**src/rtl/pulse_tone_pkg.sv**
```systemverilog
package pulse_tone_pkg;

   // register select codes on the write port
   typedef enum logic [1:0] {
      SEL_CTRL = 2'd0,
      SEL_PLO  = 2'd1,
      SEL_PHI  = 2'd2,
      SEL_NONE = 2'd3
   } reg_sel_e;

endpackage

```
**src/rtl/pulse_tone_regs.sv**
```systemverilog
module pulse_tone_regs
   import pulse_tone_pkg::*;
#(
   parameter int PERIOD_W = 12,
   parameter int DATA_W   = 8,
   parameter int VOL_W    = 4,
   parameter int DUTY_W   = 3
) (
   input  logic                clk,
   input  logic                rst_n,
   input  logic                wr_en,
   input  logic [1:0]          wr_sel,
   input  logic [DATA_W-1:0]   wr_data,
   output logic                mode,
   output logic [DUTY_W-1:0]   duty,
   output logic [VOL_W-1:0]    vol,
   output logic [PERIOD_W-1:0] period,
   output logic                enable
);

   localparam int HI_W   = PERIOD_W - DATA_W;
   localparam int EN_BIT = DATA_W - 1;

   generate
      if (HI_W < 1 || HI_W > DATA_W - 1) begin : g_bad_hi
         $error("period high part must fit below the enable bit");
      end
      if (VOL_W + DUTY_W + 1 > DATA_W) begin : g_bad_ctrl
         $error("control fields exceed the data width");
      end
   endgenerate

   always_ff @(posedge clk) begin
      if (!rst_n) begin
         mode   <= 1'b0;
         duty   <= '0;
         vol    <= '0;
         period <= '0;
         enable <= 1'b0;
      end else if (wr_en) begin
         case (reg_sel_e'(wr_sel))
            SEL_CTRL: begin
               mode <= wr_data[DATA_W-1];
               duty <= wr_data[VOL_W +: DUTY_W];
               vol  <= wr_data[VOL_W-1:0];
            end
            SEL_PLO: period[DATA_W-1:0] <= wr_data;
            SEL_PHI: begin
               period[PERIOD_W-1:DATA_W] <= wr_data[HI_W-1:0];
               enable                    <= wr_data[EN_BIT];
            end
            default: ;
         endcase
      end
   end

endmodule

```
**src/rtl/pulse_tone_divider.sv**
```systemverilog
module pulse_tone_divider #(
   parameter int PERIOD_W = 12,
   parameter int SHIFT_A  = 4,
   parameter int SHIFT_B  = 8
) (
   input  logic                clk,
   input  logic                rst_n,
   input  logic                halt,
   input  logic                sh_a,
   input  logic                sh_b,
   input  logic [PERIOD_W-1:0] period,
   output logic                tick,
   output logic [PERIOD_W-1:0] cnt
);

   localparam logic [PERIOD_W-1:0] CNT_ONE = {{(PERIOD_W-1){1'b0}}, 1'b1};

   generate
      if (SHIFT_A < 1 || SHIFT_A >= SHIFT_B || SHIFT_B >= PERIOD_W) begin : g_bad_shift
         $error("shift amounts must satisfy 0 < A < B < period width");
      end
   endgenerate

   logic [PERIOD_W-1:0] eff_period;
   logic [PERIOD_W-1:0] cnt_q;

   // larger shift wins over the smaller one
   always_comb begin
      if (sh_b)      eff_period = period >> SHIFT_B;
      else if (sh_a) eff_period = period >> SHIFT_A;
      else           eff_period = period;
   end

   assign tick = (cnt_q == '0) && !halt;
   assign cnt  = cnt_q;

   always_ff @(posedge clk) begin
      if (!rst_n)               cnt_q <= '0;
      else if (!halt) begin
         if (cnt_q == '0)       cnt_q <= eff_period;
         else                   cnt_q <= cnt_q - CNT_ONE;
      end
   end

endmodule

```
**src/rtl/pulse_tone_seq.sv**
```systemverilog
module pulse_tone_seq #(
   parameter int STEP_W  = 4,
   parameter int DUTY_W  = 3,
   parameter int VOL_W   = 4,
   parameter bit OUT_REG = 1'b0
) (
   input  logic              clk,
   input  logic              rst_n,
   input  logic              enable,
   input  logic              tick,
   input  logic              mode,
   input  logic [DUTY_W-1:0] duty,
   input  logic [VOL_W-1:0]  vol,
   output logic [STEP_W-1:0] step,
   output logic [VOL_W-1:0]  sample
);

   localparam logic [STEP_W-1:0] STEP_TOP = {STEP_W{1'b1}};
   localparam logic [STEP_W-1:0] STEP_ONE = {{(STEP_W-1){1'b0}}, 1'b1};

   generate
      if (DUTY_W >= STEP_W) begin : g_bad_duty
         $error("duty field must be narrower than the step counter");
      end
   endgenerate

   logic [STEP_W-1:0] step_q;
   logic [STEP_W-1:0] duty_ext;
   logic              level_on;
   logic [VOL_W-1:0]  sample_d;

   assign duty_ext = {{(STEP_W-DUTY_W){1'b0}}, duty};
   assign level_on = enable && (mode || (step_q <= duty_ext));
   assign sample_d = level_on ? vol : '0;
   assign step     = step_q;

   always_ff @(posedge clk) begin
      if (!rst_n || !enable) step_q <= STEP_TOP;
      else if (tick)         step_q <= step_q - STEP_ONE;
   end

   generate
      if (OUT_REG) begin : g_out_reg
         logic [VOL_W-1:0] sample_q;
         always_ff @(posedge clk) begin
            if (!rst_n) sample_q <= '0;
            else        sample_q <= sample_d;
         end
         assign sample = sample_q;
      end else begin : g_out_comb
         assign sample = sample_d;
      end
   endgenerate

endmodule

```
**src/rtl/pulse_tone_channel.sv**
```systemverilog
module pulse_tone_channel #(
   parameter int PERIOD_W = 12,
   parameter int DATA_W   = 8,
   parameter int VOL_W    = 4,
   parameter int DUTY_W   = 3,
   parameter int STEP_W   = 4,
   parameter int SHIFT_A  = 4,
   parameter int SHIFT_B  = 8,
   parameter bit OUT_REG  = 1'b0
) (
   input  logic              clk,
   input  logic              rst_n,
   input  logic              wr_en,
   input  logic [1:0]        wr_sel,
   input  logic [DATA_W-1:0] wr_data,
   input  logic              halt,
   input  logic              rate_sh4,
   input  logic              rate_sh8,
   output logic [VOL_W-1:0]  sample
);

   logic                mode_w;
   logic [DUTY_W-1:0]   duty_w;
   logic [VOL_W-1:0]    vol_w;
   logic [PERIOD_W-1:0] period_w;
   logic                en_w;
   logic                tick_w;
   logic [PERIOD_W-1:0] cnt_w;
   logic [STEP_W-1:0]   step_w;

   pulse_tone_regs #(
      .PERIOD_W(PERIOD_W), .DATA_W(DATA_W), .VOL_W(VOL_W), .DUTY_W(DUTY_W)
   ) u_regs (
      .clk(clk), .rst_n(rst_n), .wr_en(wr_en), .wr_sel(wr_sel), .wr_data(wr_data),
      .mode(mode_w), .duty(duty_w), .vol(vol_w), .period(period_w), .enable(en_w)
   );

   pulse_tone_divider #(
      .PERIOD_W(PERIOD_W), .SHIFT_A(SHIFT_A), .SHIFT_B(SHIFT_B)
   ) u_div (
      .clk(clk), .rst_n(rst_n), .halt(halt), .sh_a(rate_sh4), .sh_b(rate_sh8),
      .period(period_w), .tick(tick_w), .cnt(cnt_w)
   );

   pulse_tone_seq #(
      .STEP_W(STEP_W), .DUTY_W(DUTY_W), .VOL_W(VOL_W), .OUT_REG(OUT_REG)
   ) u_seq (
      .clk(clk), .rst_n(rst_n), .enable(en_w), .tick(tick_w), .mode(mode_w),
      .duty(duty_w), .vol(vol_w), .step(step_w), .sample(sample)
   );

endmodule

```
**config.mk**
```make
export PLATFORM = sky130hd
export DESIGN_NAME = pulse_tone_channel
export DESIGN_NICKNAME = d
export VERILOG_FILES = /design/src/rtl/pulse_tone_pkg.sv /design/src/rtl/pulse_tone_regs.sv /design/src/rtl/pulse_tone_divider.sv /design/src/rtl/pulse_tone_seq.sv /design/src/rtl/pulse_tone_channel.sv
export SDC_FILE = /design/constraint.sdc
export NUM_CORES = 1
export LEC_CHECK = 0
export CORE_MARGIN = 2
export CORE_UTILIZATION = 40
export DETAILED_ROUTE_END_ITERATION = 6
export GPL_ROUTABILITY_DRIVEN = 0
export MAX_ROUTING_LAYER = met4
export PLACE_DENSITY = 0.59
export SETUP_SLACK_MARGIN = 0.2
export SYNTH_ARGS = -nofsm -noshare
export SYNTH_HDL_FRONTEND = slang
export SYNTH_SLANG_ARGS = --single-unit
```
**constraint.sdc**
```tcl
create_clock -name clk -period 2.1 [get_ports clk]
set_input_delay 0.315 -clock clk [delete_from_list [all_inputs] [get_ports clk]]
set_output_delay 0.315 -clock clk [all_outputs]
set_load 0.01 [all_outputs]
```
==> impl_results.md <==
- Root Driver: clkbuf_8
- Rel. slew slack: 0.6244
- Pwr Density: 1307 nW/µm²
- Setup TNS: 0 ns
- Post-Syn Area per Cell: between 8 and 9 µm²
- Fill cells: 499
- Register clock-pin slew on the reported worst setup and hold paths: 0.08 ns
- Aggregate global routing overflow: 0
- Routed WL: between 5000 and 6000 µm
- Vias in the first global route: about 1800
- Synth top area share: 0.3534
- Core footprint: 5075 µm²
- Unrepaired setup endpoints after global routing: true
- # setup viols final: 0
- Final Hold Viols: 0
- Largest cells by area after synthesis: dfxtp_1 35%, mux2i_1 13%, nor2b_1 7.5%
- # diodes: 0
- Tightest Pin Transition: 0.5617 ns
- Die Height: ~76 µm
- Die area: approximately 5800 µm²
- Antenna Violating Nets Remaining: 0
- Post-layout min period: about 2 ns
- 1st-iter DRT viols: roughly 170
- Worst-case clock buffer depth: 2
- Maxcap violations: 0
- Leakage power: approximately 1.1 nW
- Worst stage delay on the critical path: around 0.33 ns
- Clock Power Share: 0.187
- First-pass GRT wire length: between 8000 and 9000 µm
- Psw: between 1 and 1.5 mW
- Seq cells post-synth: 37
- CTS Sinks: 37
- TritonCTS clock tree: done
- Mapped Area: roughly 2100 µm²
- Tcrit/Tclk final: 0.9266
- Nets: a little under 300
- Skew-Pair Late Insertion Delay: 0.29 ns
- Final Max Slew Viols: 0
- Largest net degree at the start of global routing: 24
- Layout area overhead: 25.61%
- Comb pwr share: 0.537
- Synth unique cells: 45
- Starting Density: 0.4130
- Buf/Inv on CP: 3
- Port Buf Inserts: 19
- Crit-path leading delay family: buffers and inverters
- Sequential share of the synthesized area: 0.3534
- Vias per inst: roughly 5.4
- Outcome: finished, final reports clean
- Worst-path fanout max: 3
- Worst setup SP type: flip-flop
- # rows: 26
- Fmax: around 0.51 GHz
- Inserted Clock Buffers: 5
- HPWL after DPL: between 3000 and 4000 µm
- Drt pass-1 iters: 4
- H-tree levels: 2
- Crit path cell chain: inv_2, ha_4, nor2b_4, o21ai_2, a32oi_2, buf_4, o21ai_1, buf_2
- Critical path arrival: ~1.6 ns
- DR vias: 1862
- Initial antenna violation count: 0
- Post-Layout Inst Area: 2633 µm²
- Worst path slowest cell: dfxtp_2
- Clk_skew: ~0.0055 ns
- Switch share: 0.3949
- GRT Total Usage: 0.1938
- Die Width: between 70 and 80 µm
- Most common cell after layout, fill and taps aside: dfxtp_1
- DRC: 0
- Syn_nets: 260
- Fraction of layout cells with a size suffix above 1: 0.1934
- Worst EP required: between 1.5 and 2 ns
- DP Area: around 2400 µm²
- Largest area contributor in the netlist: dfxtp_1
- Most frequent cells in the layout: 34 x dfxtp_1, 28 x mux2i_1, 24 x nor2b_1
- Hold buffer count at cts: 0
- Setup CP Type: reg2out
- Reg power frac: 0.275
- Internal power: about 2.1 mW
- Routed len/inst: approximately 15 µm
- Synth warn: 0
- Synth Instances: 238
- IR drop worst, VDD: a little over 0.5 mV
- Ports: 20
- Worst hold-check path type: reg2reg
- Worst Setup End Kind: primary output
[cell families (layout without fill, tap and decap cells)]
group	Yosys count	count (layout)	synth area share
buf+inv	23	59	0.04955
fa+ha+maj	6	6	0.03582
mux	28	28	0.1337
flops	37	37	0.3534
compound gates	50	50	0.1600
simple gates	93	93	0.2633
xor+xnor	1	1	0.004180
[power by group through the flow]
| stage | sequential (mW) | clock, mW | combinational (mW) |
|---|---|---|---|
| 6_report | 0.947 | 0.645 | 1.85 |
| 5_1_grt | 0.973 | 0.693 | 2.03 |
| 4_1_cts | 0.938 | 0.661 | 1.75 |
| 3_5_place_dp | 0.953 | 0 | 1.66 |
| 3_3_place_gp | 0.953 | 0 | 1.69 |
| 2_1_floorplan | 0.932 | 0 | 1.19 |
[cell type report]
cell class	instances	area, µm²	area share
clock buffer	7	86.33	0.03279
clock inverter	1	30.03	0.01141
inverter	9	33.78	0.01283
multi-input combinational	178	1304	0.4952
sequential	37	744.5	0.2828
tap	70	87.58	0.03327
timing repair buffer	42	346.6	0.1317
[timing repair]
| action | CTS | global route |
|---|---|---|
| gates resized for setup | 26 | 11 |
| endpoints found under the setup margin | 8 | 13 |
| setup buffers | 4 | 0 |
| pin swaps | 8 | 4 |
[worst reg2reg max path, delay by kind of cell, from the launching register on]
kind,cells,cell delay (ns)
adders and majority gates,1,0.21
buffers and inverters,2,0.27
DFF,1,0.31
AOI/OAI and AO/OA,1,0.23
and+or+nand+nor,3,0.67
[per-stage QoR]
stage | power [mW] | util | setup slack [ns] | instances | hold WS (ns)
after detailed placement | 2.613 | 0.4820 | 0.01312 | 332 | 0.5076
final | 3.440 | 0.5187 | 0.1541 | 344 | 0.5030
after global routing | 3.697 | 0.5187 | 0.06374 | 344 | 0.5392
after CTS | 3.354 | 0.5116 | 0.1340 | 344 | 0.5261
after floorplan | 2.124 | - | 0.2223 | 238 | 0.4754
after global placement | 2.644 | 0.4820 | 0.06174 | 332 | 0.5013
[registers in the layout, indices dropped and copies added (netlist names)]
name,flops
u_regs.period,12
u_regs.mode,1
u_regs.duty,3
u_div.cnt,12
u_regs.vol,4
u_seq.step,4
u_regs.enable,1
[per-layer routing]
layer / share of wire / vias up / GRT usage
met2: 0.45 / 37 / 0.2894
li1: - / 941 / -
met4: 0.014 / 0 / 0.06182
met5: 0 / - / -
met1: 0.49 / 876 / 0.2625
met3: 0.045 / 8 / 0.04147
[cells in the mapped netlist (all sizes together)]
master and n:
nand2 16, nor2b 25, nand4b 1, nor3b 2, or3 1, a32o 2, o21ai 18, and2 1
a21boi 1, nor4 6, a31oi 1, o31ai 4, o311a 1, buf 5, o31a 1, o2111ai 1
mux2i 28, nor3 11, a32oi 3, o21a 3, ha 6, nand2b 2, xnor2 1, or3b 1
and3 3, a22o 1, clkbuf 9, nor2 7, nand3b 3, a31o 1, a21oi 6, nand4 1
inv 9, dfxtp 37, o311ai 4, or4 4, o211ai 3, nand3 9
[path summary, 6_finish.rpt]
path,start,to,slack (ns),depth (start not counted)
max,u_regs.duty[1]$_SDFFE_PN0P_,sample[3],0.15,8
min,u_seq.step[0]$_SDFFE_PP1P_,u_seq.step[0]$_SDFFE_PP1P_,0.50,2
max reg2reg,u_div.cnt[1]$_SDFFE_PN0N_,u_div.cnt[0]$_SDFFE_PN0N_,0.30,7
min reg2reg,u_seq.step[0]$_SDFFE_PP1P_,u_seq.step[0]$_SDFFE_PP1P_,0.50,2
Note: power is estimated with default switching activity, not from simulation.
